<file path="src/rtl/pfq_pkg.sv">
package pfq_pkg;

  typedef logic [7:0] qbyte_t;

  // Sum of two ring positions folded back into [0, depth).
  function automatic int unsigned ring_add(int unsigned a, int unsigned b,
                                           int unsigned depth);
    int unsigned s;
    s = a + b;
    return (s >= depth) ? s - depth : s;
  endfunction

  // Forward distance from tail to slot on a ring of the given depth.
  function automatic int unsigned ring_dist(int unsigned slot, int unsigned tail,
                                            int unsigned depth);
    return (slot >= tail) ? slot - tail : slot + depth - tail;
  endfunction

  // True when one more block fits once the pending return is counted.
  function automatic bit block_fits(int unsigned level, bit pending,
                                    int unsigned blk, int unsigned depth);
    return (level + (pending ? blk : 0) + blk) <= depth;
  endfunction

  // Number of bytes visible in the decode window.
  function automatic int unsigned window_fill(int unsigned level, int unsigned win);
    return (level < win) ? level : win;
  endfunction

endpackage

</file>
<file path="src/rtl/pfq_fetch_ctrl.sv">
module pfq_fetch_ctrl
  import pfq_pkg::*;
#(
  parameter int unsigned ADDR_W      = 32,
  parameter int unsigned FETCH_BYTES = 16,
  parameter int unsigned QUEUE_BYTES = 48,
  parameter logic [ADDR_W-1:0] RESET_BLOCK_ADDR = '0,
  localparam int unsigned OFF_W = $clog2(FETCH_BYTES),
  localparam int unsigned CNT_W = $clog2(QUEUE_BYTES + 1)
) (
  input  logic              clk,
  input  logic              rst_n,
  input  logic              redir_valid,
  input  logic [ADDR_W-1:0] redir_addr,
  input  logic [CNT_W-1:0]  level,
  output logic              req_valid,
  output logic [ADDR_W-1:0] req_addr,
  output logic              inflight,
  output logic [OFF_W-1:0]  skip
);

  logic [ADDR_W-1:0] pc_q;
  logic              infl_q;
  logic [OFF_W-1:0]  skip_q;
  logic              room_ok;

  function automatic logic [ADDR_W-1:0] align_down(logic [ADDR_W-1:0] a);
    return {a[ADDR_W-1:OFF_W], {OFF_W{1'b0}}};
  endfunction

  always_comb room_ok = block_fits(32'(level), infl_q, FETCH_BYTES, QUEUE_BYTES);

  assign req_valid = redir_valid | room_ok;
  assign req_addr  = redir_valid ? align_down(redir_addr) : pc_q;
  assign inflight  = infl_q;
  assign skip      = skip_q;

  always_ff @(posedge clk) begin
    if (!rst_n) begin
      pc_q   <= align_down(RESET_BLOCK_ADDR);
      infl_q <= 1'b0;
      skip_q <= '0;
    end else begin
      infl_q <= req_valid;
      skip_q <= redir_valid ? redir_addr[OFF_W-1:0] : '0;
      if (req_valid) pc_q <= req_addr + ADDR_W'(FETCH_BYTES);
    end
  end

  // consecutive requests outside a redirect walk forward one block.
  p_addr_step_r3: assert property (@(posedge clk) disable iff (!rst_n)
    req_valid ##1 (req_valid && !redir_valid) |-> req_addr == $past(req_addr) + ADDR_W'(FETCH_BYTES));

  // no request when a further block could not be stored.
  p_no_req_full_r2: assert property (@(posedge clk) disable iff (!rst_n)
    (!redir_valid && 32'(level) + FETCH_BYTES > QUEUE_BYTES) |-> !req_valid);

endmodule

</file>
<file path="src/rtl/pfq_block_align.sv">
module pfq_block_align
  import pfq_pkg::*;
#(
  parameter int unsigned FETCH_BYTES = 16,
  localparam int unsigned OFF_W = $clog2(FETCH_BYTES),
  localparam int unsigned ENQ_W = $clog2(FETCH_BYTES + 1)
) (
  input  logic [FETCH_BYTES*8-1:0] blk_in,
  input  logic [OFF_W-1:0]         skip,
  output logic [FETCH_BYTES*8-1:0] blk_out,
  output logic [ENQ_W-1:0]         blk_n
);

  always_comb begin
    for (int k = 0; k < FETCH_BYTES; k++) begin
      int unsigned idx;
      idx = k + 32'(skip);
      if (idx < FETCH_BYTES) blk_out[8*k +: 8] = blk_in[8*idx +: 8];
      else                   blk_out[8*k +: 8] = '0;
    end
    blk_n = ENQ_W'(FETCH_BYTES - 32'(skip));
  end

endmodule

</file>
<file path="src/rtl/pfq_byte_ring.sv">
module pfq_byte_ring
  import pfq_pkg::*;
#(
  parameter int unsigned DEPTH       = 48,
  parameter int unsigned FETCH_BYTES = 16,
  parameter int unsigned WIN_BYTES   = 15,
  localparam int unsigned CNT_W = $clog2(DEPTH + 1),
  localparam int unsigned PTR_W = $clog2(DEPTH),
  localparam int unsigned ENQ_W = $clog2(FETCH_BYTES + 1),
  localparam int unsigned SEL_W = $clog2(FETCH_BYTES),
  localparam int unsigned DEQ_W = $clog2(WIN_BYTES + 1)
) (
  input  logic                     clk,
  input  logic                     rst_n,
  input  logic                     flush,
  input  logic                     enq_valid,
  input  logic [ENQ_W-1:0]         enq_n,
  input  logic [FETCH_BYTES*8-1:0] enq_bytes,
  input  logic [DEQ_W-1:0]         deq_n,
  output logic [CNT_W-1:0]         level,
  output logic [WIN_BYTES*8-1:0]   win_data,
  output logic [DEQ_W-1:0]         win_count
);

  qbyte_t            mem [DEPTH];
  logic [PTR_W-1:0]  head_q;
  logic [CNT_W-1:0]  level_q;
  logic [DEPTH-1:0]  wr_en;
  logic [SEL_W-1:0]  wr_sel [DEPTH];
  int unsigned       tail;

  always_comb begin
    tail = ring_add(32'(head_q), 32'(level_q), DEPTH);
    for (int i = 0; i < DEPTH; i++) begin
      int unsigned d;
      d         = ring_dist(i, tail, DEPTH);
      wr_en[i]  = enq_valid && !flush && (d < 32'(enq_n));
      wr_sel[i] = SEL_W'(d);
    end
  end

  always_ff @(posedge clk) begin
    if (!rst_n) begin
      for (int i = 0; i < DEPTH; i++) mem[i] <= '0;
    end else begin
      for (int i = 0; i < DEPTH; i++)
        if (wr_en[i]) mem[i] <= enq_bytes[8*wr_sel[i] +: 8];
    end
  end

  always_ff @(posedge clk) begin
    if (!rst_n || flush) begin
      head_q  <= '0;
      level_q <= '0;
    end else begin
      head_q  <= PTR_W'(ring_add(32'(head_q), 32'(deq_n), DEPTH));
      level_q <= level_q - CNT_W'(deq_n) + (enq_valid ? CNT_W'(enq_n) : '0);
    end
  end

  for (genvar j = 0; j < WIN_BYTES; j++) begin : g_win
    assign win_data[8*j +: 8] = mem[PTR_W'(ring_add(32'(head_q), j, DEPTH))];
  end

  assign win_count = DEQ_W'(window_fill(32'(level_q), WIN_BYTES));
  assign level     = level_q;

  // what is stored after this edge never exceeds the ring.
  p_no_overflow_r9: assert property (@(posedge clk) disable iff (!rst_n)
    (enq_valid && !flush) |-> 32'(level_q) + 32'(enq_n) - 32'(deq_n) <= DEPTH);

  // removal never takes more than is held.
  p_deq_held_r6: assert property (@(posedge clk) disable iff (!rst_n)
    32'(deq_n) <= 32'(level_q));

endmodule

</file>
<file path="src/rtl/ifetch_byte_queue.sv">
module ifetch_byte_queue
  import pfq_pkg::*;
#(
  parameter int unsigned ADDR_W      = 32,
  parameter int unsigned FETCH_BYTES = 16,
  parameter int unsigned QUEUE_BYTES = 48,
  parameter int unsigned WIN_BYTES   = 15,
  parameter logic [ADDR_W-1:0] RESET_BLOCK_ADDR = '0,
  localparam int unsigned DEQ_W = $clog2(WIN_BYTES + 1)
) (
  input  logic                     clk,
  input  logic                     rst_n,
  input  logic                     redir_valid,
  input  logic [ADDR_W-1:0]        redir_addr,
  output logic                     fetch_req_valid,
  output logic [ADDR_W-1:0]        fetch_req_addr,
  input  logic                     fetch_rsp_valid,
  input  logic [FETCH_BYTES*8-1:0] fetch_rsp_data,
  output logic [WIN_BYTES*8-1:0]   win_data,
  output logic [DEQ_W-1:0]         win_count,
  input  logic [DEQ_W-1:0]         dec_len,
  output logic                     dec_take
);

  localparam int unsigned CNT_W = $clog2(QUEUE_BYTES + 1);
  localparam int unsigned OFF_W = $clog2(FETCH_BYTES);
  localparam int unsigned ENQ_W = $clog2(FETCH_BYTES + 1);

  logic [CNT_W-1:0]         level;
  logic                     inflight;
  logic [OFF_W-1:0]         skip;
  logic                     rsp_accept;
  logic [FETCH_BYTES*8-1:0] blk_aligned;
  logic [ENQ_W-1:0]         blk_n;
  logic [DEQ_W-1:0]         deq_n;

  pfq_fetch_ctrl #(
    .ADDR_W(ADDR_W), .FETCH_BYTES(FETCH_BYTES), .QUEUE_BYTES(QUEUE_BYTES),
    .RESET_BLOCK_ADDR(RESET_BLOCK_ADDR)
  ) u_fetch (
    .clk(clk), .rst_n(rst_n), .redir_valid(redir_valid), .redir_addr(redir_addr),
    .level(level), .req_valid(fetch_req_valid), .req_addr(fetch_req_addr),
    .inflight(inflight), .skip(skip)
  );

  pfq_block_align #(.FETCH_BYTES(FETCH_BYTES)) u_align (
    .blk_in(fetch_rsp_data), .skip(skip), .blk_out(blk_aligned), .blk_n(blk_n)
  );

  assign rsp_accept = fetch_rsp_valid && !redir_valid;
  assign dec_take   = !redir_valid && (dec_len != '0) && (dec_len <= win_count);
  assign deq_n      = dec_take ? dec_len : '0;

  pfq_byte_ring #(
    .DEPTH(QUEUE_BYTES), .FETCH_BYTES(FETCH_BYTES), .WIN_BYTES(WIN_BYTES)
  ) u_ring (
    .clk(clk), .rst_n(rst_n), .flush(redir_valid), .enq_valid(rsp_accept),
    .enq_n(blk_n), .enq_bytes(blk_aligned), .deq_n(deq_n), .level(level),
    .win_data(win_data), .win_count(win_count)
  );

  // a block only comes back for a request made one cycle earlier.
  p_rsp_contract_r4: assert property (@(posedge clk) disable iff (!rst_n)
    fetch_rsp_valid |-> inflight);

  // the cycle after a redirect starts from an empty queue.
  p_flush_empty_r7: assert property (@(posedge clk) disable iff (!rst_n)
    redir_valid |=> win_count == '0);

  // a take with no append lowers the held count by exactly the length.
  p_take_effect_r6: assert property (@(posedge clk) disable iff (!rst_n)
    (dec_take && !rsp_accept) |=> 32'(level) == 32'($past(level)) - 32'($past(dec_len)));

  // an append together with a take nets the two amounts.
  p_both_effect_r10: assert property (@(posedge clk) disable iff (!rst_n)
    (dec_take && rsp_accept) |=>
      32'(level) == 32'($past(level)) + 32'($past(blk_n)) - 32'($past(dec_len)));

endmodule

</file>
<file path="config.mk">
export PLATFORM = sky130hd
export DESIGN_NAME = ifetch_byte_queue
export DESIGN_NICKNAME = d
export VERILOG_FILES = /design/src/rtl/pfq_pkg.sv /design/src/rtl/pfq_fetch_ctrl.sv /design/src/rtl/pfq_block_align.sv /design/src/rtl/pfq_byte_ring.sv /design/src/rtl/ifetch_byte_queue.sv
export SDC_FILE = /design/constraint.sdc
export NUM_CORES = 2
export LEC_CHECK = 0
export ABC_AREA = 1
export BUFFER_PORTS_ARGS = -buffer_cell sky130_fd_sc_hd__buf_2
export CAP_MARGIN = 10
export CORE_ASPECT_RATIO = 2
export CORE_MARGIN = 2
export CORE_UTILIZATION = 45
export CTS_CLUSTER_DIAMETER = 80
export CTS_CLUSTER_SIZE = 24
export DETAILED_ROUTE_END_ITERATION = 6
export HOLD_SLACK_MARGIN = 0.12
export MAX_ROUTING_LAYER = met4
export SLEW_MARGIN = 30
export SYNTH_ARGS = -nofsm -noshare
export SYNTH_HDL_FRONTEND = slang
export SYNTH_SLANG_ARGS = --single-unit
</file>
<file path="constraint.sdc">
create_clock -name clk -period 7.2 [get_ports clk]
set_input_delay 1.44 -clock clk [delete_from_list [all_inputs] [get_ports clk]]
set_output_delay 1.44 -clock clk [all_outputs]
set_load 0.05 [all_outputs]
</file>
==> results of run 1 <==
[per-stage QoR]
stage	std cells	hold WS, ns	setup slack, ns	util [%]
floorplan	10300	0.4167	1.488	-
global placement	11990	0.4256	1.031	48.36
detailed placement	11990	0.4304	0.9534	48.38
CTS	12020	0.4464	0.9190	48.86
[logic make-up after synthesis]
logic type,after synthesis,synth area share [%]
buf+inv,1523,10.17
xor+xnor,166,2.588
mux,74,1.259
flops,433,21.23
simple gates,6046,43.17
fa+ha+maj,181,3.920
compound gates,1873,17.66
[routing by layer]
metal | global-route usage, % | overflow
met5 | - | -
met4 | 74.30 | 85
met3 | 36.73 | 1
met2 | 90.71 | 166
met1 | 65.93 | 1
==> impl_metrics.csv, run 1 <==
group,metric,value,unit
status,status,"stopped before the end",
status,stop_stage,"global routing (5_1_grt)",
status,stop_error,"[ERROR GRT-0116] Global routing finished with congestion. Check the congestion regions in the DRC Viewer.",
synthesis,synth_cell_types,66,
floorplan,ios,326,
place,port_buffers,325,
global_routing,grt_pass1_vias,78270,
synthesis,synth_top_area_share,22.05,%
synthesis,synth_edf_count,384,
clocking,clockRootBuffer,"clkbuf_16",
synthesis,yosysSeqAreaShare,21.23,%
synthesis,synthArstFlopShare,0,%
synthesis,synthTopCellsByArea,"nand2_1 22%, edfxtp_1 20%, nand3_1 14%",
place,place_area,0.06283,sq mm
floorplan,core.rowCount,187,
global_routing,grt_max_degree,162,
clocking,cts_made_buffers,22,
synthesis,syn_area,0.05892,sq mm
place,dp.final_hpwl,314200,um
synthesis,netlist_instances,10300,
synthesis,yosysWarnings,0,
place,finalWeightedCongestion,1.231,
clocking,h-tree-depth,1,
global_routing,grt_remaining_overflow,253,
synthesis,avgSynthCellArea,5.723,sq um
synthesis,ys.flop_type,"edfxtp_1",
synthesis,synthTopCellsByCount,"3462 x nand2_1, 1663 x nand3_1, 1192 x o21ai_0",
floorplan,start_util,45.38,%
global_routing,grt_pass1_wl,640900,um
floorplan,fp.dieH,515.7,um
synthesis,yosysMostFrequentCell,"nand2_1",
synthesis,ys_seq_elements,433,
synthesis,synth_fp_nets,10650,
floorplan,die_w,259.9,um
clocking,cts.sinks,433,
clocking,holdBufCountCts,0,
synthesis,synth_top_cell_by_area,"nand2_1",
clocking,ctsResizeCount,0,
global_routing,grtUsageTotal,67.99,%
clocking,clockBufferDepth,3,
clocking,postCtsSetupRepairBufs,0,
==> inputs of run 2 (changes only) <==
Settings changed: CORE_ASPECT_RATIO 2 to not set, CORE_UTILIZATION 45 to 30, CTS_CLUSTER_DIAMETER 80 to not set, CTS_CLUSTER_SIZE 24 to not set, HOLD_SLACK_MARGIN 0.12 to not set, MAX_ROUTING_LAYER met4 to not set, PLACE_DENSITY_LB_ADDON set to 0.15.
==> run 2 against run 1 <==
Against the previous run:
- area after synthesis unchanged
- the flow now finishes, with violations (design-rule violations)
- synthesized cell count did not move
==> impl_metrics.csv, run 2 <==
group,metric,value,unit
layout,num-fill-cells,21990,
layout,top_register,"u_ring.mem",
drt,via_per_inst,5.748,
global_routing,grt_remaining_overflow,0,
layout,syn_to_final_growth,11.62,%
clocking,clk_pin_slew,0.06,ns
synthesis,synthArstFlopShare,0,%
layout,post-route-util,33.73,%
power_and_ir_drop,p_leak,0.03213,uW
power_and_ir_drop,p_total,38100,uW
sta,finalCritPeriodShare,91.83,%
critical_path,crit_path_max_incr_delay,0.70,ns
sta,hold_viol,0,
sta,setup_slack,0.5884,ns
place,pre_cts_slack,1.223,ns
synthesis,ys.flop_type,"edfxtp_1",
drt,first_iter_violations,10190,
clocking,cts.sinks,433,
layout,reg_top3,"u_ring.mem x384, u_fetch.pc_q x32",
sta,finalSetupViolCount,0,
synthesis,synth_top_cell_by_area,"nand2_1",
clocking,h-tree-depth,2,
sta,rsz0062_at_grt,"false",
place,dp.final_hpwl,344200,um
critical_path,crit_path_end_kind,"output pin",
floorplan,ios,326,
clocking,clockBufferDepth,3,
global_routing,grt_max_degree,144,
sta,tightest_slew,1.198,ns
clocking,cts_made_buffers,54,
drt,wl_per_cell,32.03,um
power_and_ir_drop,peakVddDrop,0.4332,mV
drt,num_vias,74800,
global_routing,grt_pass1_wl,562900,um
synthesis,syn_area,0.05892,sq mm
synthesis,ys_seq_elements,433,
critical_path,crit_top_cell,"nand2_1",
critical_path,worstReg2RegStart,"u_ring.head_q[2]",
layout,regArea,0.01253,sq mm
sta,timing.slew.headroom,19.29,%
sta,timing.fmax,151.3,MHz
power_and_ir_drop,p_per_area,579.3,mW/mm^2
global_routing,grtUsageTotal,40.48,%
clocking,postCtsSetupRepairBufs,0,
floorplan,die_w,447.2,um
global_routing,antenna_found_initial,24,
synthesis,yosysWarnings,0,
floorplan,fp.coreArea,0.1950,sq mm
synthesis,synthTopCellsByArea,"nand2_1 22%, edfxtp_1 20%, nand3_1 14%",
synthesis,avgSynthCellArea,5.723,sq um
sta,drv_slew,0,
synthesis,yosysSeqAreaShare,21.23,%
layout,final_nets,10680,
clocking,clockRootBuffer,"clkbuf_16",
layout,mostFrequentLayoutCell,"nand2_1",
synthesis,netlist_instances,10300,
floorplan,dieArea,0.2000,sq mm
critical_path,crit_chain,"buf_4 -> inv_4 -> ha_1 -> nand2_1 -> nand2_1 -> nand2_1 -> xor2_1 -> inv_1 -> ha_1 -> nand3_1 -> o211ai_1 -> o21ai_1 -> inv_1 -> o211ai_1 -> o21ai_1 -> buf_2",
clocking,ctsResizeCount,0,
sta,fin_skew,0.04448,ns
clocking,insertion_delay,0.71,ns
hold_path,hold_class,"register to register",
layout,drive_above_1_share,8.697,%
place,port_buffers,325,
clocking,cts_tree,"done",
critical_path,crit_required,5.76,ns
synthesis,yosysMostFrequentCell,"nand2_1",
critical_path,startpoint_type,"register",
drt,routed_wl,416900,um
status,violations,"design-rule violations",
floorplan,core.rowCount,162,
synthesis,synth_top_area_share,22.05,%
drt,drcViolationCount,1,
synthesis,synthTopCellsByCount,"3462 x nand2_1, 1663 x nand3_1, 1192 x o21ai_0",
floorplan,start_util,30.22,%
hold_path,hold_path.startpoint,"u_fetch.pc_q[2]",
drt,drt_pass1_iterations,7,
critical_path,crit_arrival,5.17,ns
critical_path,cp_slowest_cell,"o21ai_1",
synthesis,synth_edf_count,384,
synthesis,synth_cell_types,66,
global_routing,grt_pass1_vias,67570,
layout,multi_input_area,0.04069,sq mm
layout,largest_reg_flops,384,
status,status,"finished with violations",
sta,setup_tns,0,ns
drt,final_antenna_net_count,0,
job,cap_violations,0,
critical_path,critPathKind,"register to output pin",
sta,fin_crit,6.612,ns
clocking,holdBufCountCts,0,
synthesis,synth_fp_nets,10650,
critical_path,startpoint,"u_ring.head_q[1]",
critical_path,path_max_fanout,64,
layout,final_cell_mix,"3458 x nand2_1, 1663 x nand3_1, 1135 x o21ai_0",
floorplan,fp.dieH,447.2,um
place,finalWeightedCongestion,1.037,
[run 2: area by class of cell]
type	instances	share of cell area [%]
clock buffers	60	2.089
inverters	863	4.952
flip-flops and latches	433	19.06
multi-input cells	8340	61.87
repair buffers	634	6.333
well taps	2624	4.992
clock inverters	41	0.6297
diodes	20	0.07610
[run 2: path summary, 6_finish.rpt]
check | to | slack, ns | cells past startpoint
setup / recovery | win_data[25] | 0.59 | 16
setup reg to reg | u_ring.mem[12][5] | 1.05 | 19
hold / removal | u_fetch.pc_q[2] | 0.44 | 2
hold reg to reg | u_fetch.pc_q[2] | 0.44 | 2
[run 2: through the flow]
step           cells  hold WS, ns  area (sq um)
5_1_grt        13000       0.4753         65730
3_3_place_gp   12890       0.4295         63860
4_1_cts        13000       0.4464         65710
6_report       13020       0.4400         65770
2_1_floorplan  10300       0.4167         58920
3_5_place_dp   12890       0.4357         63920
[run 2: power by group]
| group | internal [uW] | switching, uW |
|---|---|---|
| clock network | 1580 | 1270 |
| registers | 3780 | 690 |
| logic | 7120 | 23700 |
| total | 12500 | 25600 |
[run 2: metal layers]
metal	global-route usage [%]	share of wire, %	vias up
li1	-	-	34340
met4	27.54	8.1	14
met1	51.68	40	35660
met3	6.259	8.2	714
met5	0	0.025	-
met2	62.70	43	4083
[run 2: logic make-up (layout without fill, tap and decap cells)]
logic type | after synthesis | in the layout | share of synthesized area (%)
adders and majority gates | 181 | 181 | 3.920
DFF | 433 | 433 | 21.23
muxes | 74 | 74 | 1.259
AOI/OAI and AO/OA | 1873 | 1873 | 17.66
and+or+nand+nor | 6046 | 6046 | 43.17
other | 0 | 20 | 0
buffers and inverters | 1523 | 1598 | 10.17
xor gates and xnor gates | 166 | 166 | 2.588
[run 2: critical path: cells and delay by family, from the launching register on]
family | cells | cell delay [ns]
DFF | 1 | 0.41
xor gates and xnor gates | 1 | 0.32
AOI/OAI and AO/OA | 4 | 1.22
adders and majority gates | 2 | 0.46
and+or+nand+nor | 4 | 0.38
buffers and inverters | 5 | 1.60
Note: power is estimated with default switching activity, not from simulation.
